`src/rtl/pio_pkg.sv`:
```
package pio_pkg;
  localparam int unsigned PIO_W_DEF     = 32;
  localparam int unsigned PIO_DEPTH_DEF = 4;
  localparam int unsigned PIO_DIV_W_DEF = 8;
endpackage

```
`src/rtl/pio_divider.sv`:
```
module pio_divider #(
  parameter int unsigned DIV_W = 8
) (
  input  logic             clk,
  input  logic             rst,
  input  logic             restart,
  input  logic [DIV_W-1:0] limit,
  output logic             tick
);
  logic [DIV_W-1:0] cnt;

  // >= keeps the period bounded if the limit is lowered mid-count
  assign tick = (cnt >= limit) && !restart;

  always_ff @(posedge clk) begin
    if (rst || restart || tick) cnt <= '0;
    else                        cnt <= cnt + 1'b1;
  end
endmodule

```
`src/rtl/pio_fifo.sv`:
```
module pio_fifo #(
  parameter int unsigned W     = 32,
  parameter int unsigned DEPTH = 4
) (
  input  logic         clk,
  input  logic         rst,
  input  logic         push,
  input  logic [W-1:0] din,
  input  logic         pop,
  output logic [W-1:0] dout,
  output logic         full,
  output logic         empty
);
  localparam int unsigned AW = (DEPTH > 1) ? $clog2(DEPTH) : 1;
  localparam int unsigned CW = $clog2(DEPTH + 1);

  logic [W-1:0]  mem [DEPTH];
  logic [AW-1:0] wp, rp;
  logic [CW-1:0] count;
  logic          pop_ok, push_ok;

  assign full    = (count == CW'(DEPTH));
  assign empty   = (count == '0);
  assign pop_ok  = pop && !empty;
  assign push_ok = push && (!full || pop_ok);
  assign dout    = mem[rp];

  always_ff @(posedge clk) begin
    if (push_ok) mem[wp] <= din;
  end

  always_ff @(posedge clk) begin
    if (rst) begin
      wp    <= '0;
      rp    <= '0;
      count <= '0;
    end else begin
      if (push_ok) wp <= (wp == AW'(DEPTH - 1)) ? '0 : wp + 1'b1;
      if (pop_ok)  rp <= (rp == AW'(DEPTH - 1)) ? '0 : rp + 1'b1;
      if (push_ok && !pop_ok)      count <= count + 1'b1;
      else if (pop_ok && !push_ok) count <= count - 1'b1;
    end
  end
endmodule

```
`src/rtl/rate_paced_pio.sv`:
```
module rate_paced_pio
  import pio_pkg::*;
#(
  parameter int unsigned W        = PIO_W_DEF,
  parameter int unsigned WQ_DEPTH = PIO_DEPTH_DEF,
  parameter int unsigned RQ_DEPTH = PIO_DEPTH_DEF,
  parameter int unsigned DIV_W    = PIO_DIV_W_DEF
) (
  input  logic             clk,
  input  logic             rst,
  input  logic             wr_valid,
  input  logic [W-1:0]     wr_data,
  output logic             wr_ready,
  input  logic [DIV_W-1:0] div_count,
  input  logic [W-1:0]     dir_mask,
  input  logic             samp_en,
  input  logic [W-1:0]     pin_in,
  output logic [W-1:0]     pin_out,
  output logic [W-1:0]     pin_oe,
  output logic [W-1:0]     direct_data,
  output logic             rd_valid,
  output logic [W-1:0]     rd_data,
  input  logic             rd_ready,
  output logic             samp_ovf
);
  logic         en_q, rise, tick;
  logic         wq_full, wq_empty, rq_full, rq_empty;
  logic [W-1:0] wq_head, pin_view;
  logic         samp_due, samp_drop;

  assign rise = samp_en && !en_q;

  pio_divider #(.DIV_W(DIV_W)) u_div (
    .clk(clk), .rst(rst), .restart(rise), .limit(div_count), .tick(tick)
  );

  // per-pin view: driven level for outputs, pad level for inputs
  for (genvar i = 0; i < W; i++) begin : g_view
    assign pin_view[i] = pin_oe[i] ? pin_out[i] : pin_in[i];
  end
  assign direct_data = pin_view;

  assign wr_ready = !wq_full;

  pio_fifo #(.W(W), .DEPTH(WQ_DEPTH)) u_wq (
    .clk(clk), .rst(rst),
    .push(wr_valid && wr_ready), .din(wr_data),
    .pop(tick), .dout(wq_head),
    .full(wq_full), .empty(wq_empty)
  );

  assign samp_due  = tick && samp_en;
  assign samp_drop = samp_due && rq_full && !(rd_ready && !rq_empty);

  pio_fifo #(.W(W), .DEPTH(RQ_DEPTH)) u_rq (
    .clk(clk), .rst(rst),
    .push(samp_due), .din(pin_view),
    .pop(rd_ready), .dout(rd_data),
    .full(rq_full), .empty(rq_empty)
  );
  assign rd_valid = !rq_empty;

  always_ff @(posedge clk) begin
    if (rst) begin
      en_q     <= 1'b0;
      pin_out  <= '0;
      pin_oe   <= '0;
      samp_ovf <= 1'b0;
    end else begin
      en_q   <= samp_en;
      pin_oe <= dir_mask;
      if (tick && !wq_empty) pin_out <= wq_head;
      if (rise)           samp_ovf <= 1'b0;
      else if (samp_drop) samp_ovf <= 1'b1;
    end
  end
endmodule

```
`config.mk`:
```
export PLATFORM = sky130hd
export DESIGN_NAME = rate_paced_pio
export DESIGN_NICKNAME = d
export VERILOG_FILES = /design/src/rtl/pio_pkg.sv /design/src/rtl/pio_divider.sv /design/src/rtl/pio_fifo.sv /design/src/rtl/rate_paced_pio.sv
export SDC_FILE = /design/constraint.sdc
export NUM_CORES = 1
export LEC_CHECK = 0
export BUFFER_PORTS_ARGS = -buffer_cell sky130_fd_sc_hd__buf_2
export CAP_MARGIN = 20
export CORE_ASPECT_RATIO = 0.6
export CORE_MARGIN = 10
export CORE_UTILIZATION = 55
export CTS_BUF_LIST = sky130_fd_sc_hd__clkbuf_16
export DETAILED_ROUTE_END_ITERATION = 10
export PLACE_DENSITY_LB_ADDON = 0.15
export SETUP_SLACK_MARGIN = 0.2
export SYNTH_ARGS = -nofsm -noshare
export SYNTH_HDL_FRONTEND = slang
export SYNTH_HIERARCHICAL = 1
export SYNTH_SLANG_ARGS = --single-unit
```
`constraint.sdc`:
```
create_clock -name clk -period 3.58 [get_ports clk]
set_clock_uncertainty 0.2 [all_clocks]
set_input_delay 0.179 -clock clk [delete_from_list [all_inputs] [get_ports clk]]
set_output_delay 0.179 -clock clk [all_outputs]
set_load 0.02 [all_outputs]
```
==> metrics.md <==
| Metric | Value |
|---|---|
| Slowest library cell on the worst path | `or4b_4` |
| Peak VDD IR | `389.5 uV` |
| Post-Syn Area | `0.01315 sq mm` |
| Max Cap Violations | `0` |
| Netlist cell types | `42` |
| Initial antenna violation count | `1` |
| Status | `completed` |
| Syn_nets | `873` |
| Critical path arrival | `3.56 ns` |
| Delay-heaviest family, CP | `simple AND/OR/NAND/NOR gates` |
| #FFs+latches synth | `348` |
| Async S/R FF share, synth | `0%` |
| Primary FF master, synth | `edfxtp_1` |
| Critical path required time | `3.87 ns` |
| CP startpoint kind | `flop` |
| Max-slew violations | `0` |
| Final HPWL DP | `20.01 mm` |
| I/O pin total | `240` |
| Largest net degree at the start of global routing | `62` |
| TritonCTS clock tree | `yes` |
| Synth Instances | `741` |
| Tcrit/Tclk final | `91.49%` |
| Share of cells above drive strength 1 | `37.17%` |
| CTS buffer count | `30` |
| Number of global-route vias before repair | `8251` |
| CP Cell Sequence | `ha_1 -> a211oi_2 -> o21ai_2 -> a21oi_2 -> nor2_2 -> or4b_4 -> and2_4 -> ha_1 -> inv_1 -> fa_1 -> xor2_1 -> or3_1 -> a21oi_1` |
| First-pass GRT wire length | `48.14 mm` |
| Final min period | `3.275 ns` |
| Post-route DRC | `0` |
| Layout Utilization | `72.53%` |
| Via count | `7767` |
| Warnings from Yosys | `6` |
| Clock sink count | `348` |
| Htree depth | `1` |
| Skew-Pair Late Insertion Delay | `0.56 ns` |
| Slew HR | `36.97%` |
| Area Growth Syn to Fin | `28.49%` |
| Initial Util | `56.45%` |
| Starting DRT DRC Count | `541` |
| Total wire length | `31.33 mm` |
| Site row count | `43` |
| Sequential fraction of the synthesis area | `72.46%` |
| Post-Place Cells | `1276` |
| Syn_area_per_cell | `17.75 sq um` |
| Fmax | `305.3 MHz` |
| Global-route usage over all layers | `20.05%` |
| Via/cell ratio | `5.342` |
| Setup violators final | `0` |
| Post-synth EDFFs | `256` |
| Bufs and invs on worst path | `1` |
| Wirelength per Cell | `21.55 microns` |
| Setup TNS | `0 ns` |
| CTS max path bufs | `3` |
| Antenna Violating Nets Remaining | `0` |
| Nets | `1246` |
| DIE AREA | `0.03070 sq mm` |
| Most used cell, CP | `ha_1` |
| CP endpoint kind | `flop` |
| Clock root buffer | `clkbuf_16` |
| GP Congestion | `0.7966` |
| PortBufs | `239` |
| Setup Crit Path Kind | `reg -> reg` |
| Die Ht | `139.8 microns` |
| Worst hold path type | `in -> reg` |
| Slew @ Worst Pin | `0.9454 ns` |
| Die width | `219.6 microns` |
| Core Region | `0.02330 sq mm` |
| Pwr dens | `570.8 mW/mm^2` |
| RSZ-0062 raised after global routing | `yes` |
| Final hold violation count | `0` |
| Clock Pin Slew Worst Setup and Hold Paths | `0.07 ns` |
| CP peak stage delay | `0.54 ns` |
| Number of setup buffers added after CTS | `0` |
| DRT Pass-1 Iters | `5` |
| Worst Path Max Fanout | `7` |
| Grt ovf | `0` |
| Filler-free cell count of the finished design | `1454` |
| Lkg Pwr | `6.316 nW` |
## per-layer routing
metal	track usage [%]	vias up	share of wire, %	routed length [microns]
met2	33.25	233	49	15340
met3	5.065	51	6.7	2099
li1	-	3576	-	-
met1	26.21	3907	42	13250
met4	4.307	0	2.1	643
met5	0	-	0	0
## cell usage in the layout, fill, tap and decap left out, types with 21 or more instances in the layout
| master | count |
|---|---|
| nor2b_1 | 36 |
| ha_1 | 21 |
| buf_2 | 238 |
| nand2_1 | 71 |
| mux2_2 | 32 |
| edfxtp_1 | 256 |
| clkbuf_16 | 31 |
| a21oi_1 | 37 |
| mux4_2 | 64 |
| dlygate4sd3_1 | 121 |
| dfxtp_1 | 89 |
## power by group
group / switching [W] / internal (W)
Clock: 0.00139 / 0.00185
Sequential: 0.000148 / 0.00465
Combinational: 0.000876 / 0.000731
## logic make-up after synthesis
logic type | Yosys count | synth area share, %
DFF | 348 | 72.46
and+or+nand+nor | 160 | 6.242
muxes | 100 | 14.01
AOI/OAI and AO/OA | 54 | 2.531
buffers and inverters | 46 | 1.789
adders and majority gates | 23 | 2.303
xor gates and xnor gates | 10 | 0.6660
## sequential cells by signal, summed over array words and instances, names as in the netlist, 2 cells and up, named ones only
name,flops
u_wq/mem,128
u_div/cnt,8
u_wq/wp,2
u_wq/count,3
pin_oe,32
u_rq/mem,128
u_wq/rp,2
u_rq/count,3
pin_out,32
u_rq/rp,2
u_rq/wp,2
## area by class of cell
| cell class | count | area [sq um] |
|---|---|---|
| Timing Repair Buffer | 371 | 2517 |
| Antenna cell | 1 | 2.502 |
| Clock buffer | 31 | 775.7 |
| Inverter | 16 | 60.06 |
| Multi-Input combinational cell | 347 | 3397 |
| Fill cell | 1440 | 6400 |
| Sequential cell | 348 | 9533 |
| Tap cell | 315 | 394.1 |
| Clock inverter | 25 | 216.5 |
## timing repair
item | CTS | global route
endpoints found under the setup margin | 0 | 3
gates resized for setup | 0 | 5
endpoints found under the hold margin | 320 | 0
hold buffers | 121 | 0
## worst reg2reg max path: stages, from the launching register on
cell and delay (ns):
dfxtp_2 0.35, ha_1 0.31, a211oi_2 0.24, o21ai_2 0.11
a21oi_2 0.19, nor2_2 0.09, or4b_4 0.54, and2_4 0.20
ha_1 0.22, inv_1 0.07, fa_1 0.17, xor2_1 0.08
or3_1 0.31, a21oi_1 0.14
## synthesized netlist by cell type (8+ instances only)
| cell | number | area (sq um) |
|---|---|---|
| and3_2 | 8 | 60.06 |
| mux2_2 | 32 | 360.4 |
| nor2_1 | 18 | 67.56 |
| a21oi_1 | 39 | 195.2 |
| clkbuf_1 | 9 | 33.78 |
| ha_1 | 21 | 262.8 |
| buf_2 | 11 | 55.05 |
| nand2_1 | 71 | 266.5 |
| mux4_2 | 64 | 1441 |
| dfxtp_1 | 92 | 1842 |
| inv_1 | 16 | 60.06 |
| edfxtp_1 | 256 | 7687 |
| nor2b_1 | 36 | 225.2 |
## final timing paths
kind | from | to | slack [ns] | cells after the start
hold / removal | div_count[7] | u_div/cnt[0]$_SDFF_PP0_ | 0.09 | 7
setup reg to reg | u_div/cnt[2]$_SDFF_PP0_ | u_wq/count[2]$_SDFFE_PP0P_ | 0.30 | 13
hold reg to reg | pin_out[15]$_SDFFE_PP0P_ | pin_out[15]$_SDFFE_PP0P_ | 0.28 | 2
setup / recovery | u_div/cnt[2]$_SDFF_PP0_ | u_wq/count[2]$_SDFFE_PP0P_ | 0.30 | 13
## stage by stage
step	cell area [sq um]	hold WS (ns)	setup WS, ns	power, W
6_report	16900	0.09049	0.3045	0.009645
2_1_floorplan	13150	0.07787	0.4913	0.005888
3_5_place_dp	14680	0.1932	0.2674	0.006402
4_1_cts	16880	0.04376	0.2452	0.009746
5_1_grt	16900	0.1296	0.1457	0.01004
3_3_place_gp	14680	0.1867	0.3453	0.006370
No activity file was read; power rests on OpenSTA's default activity.
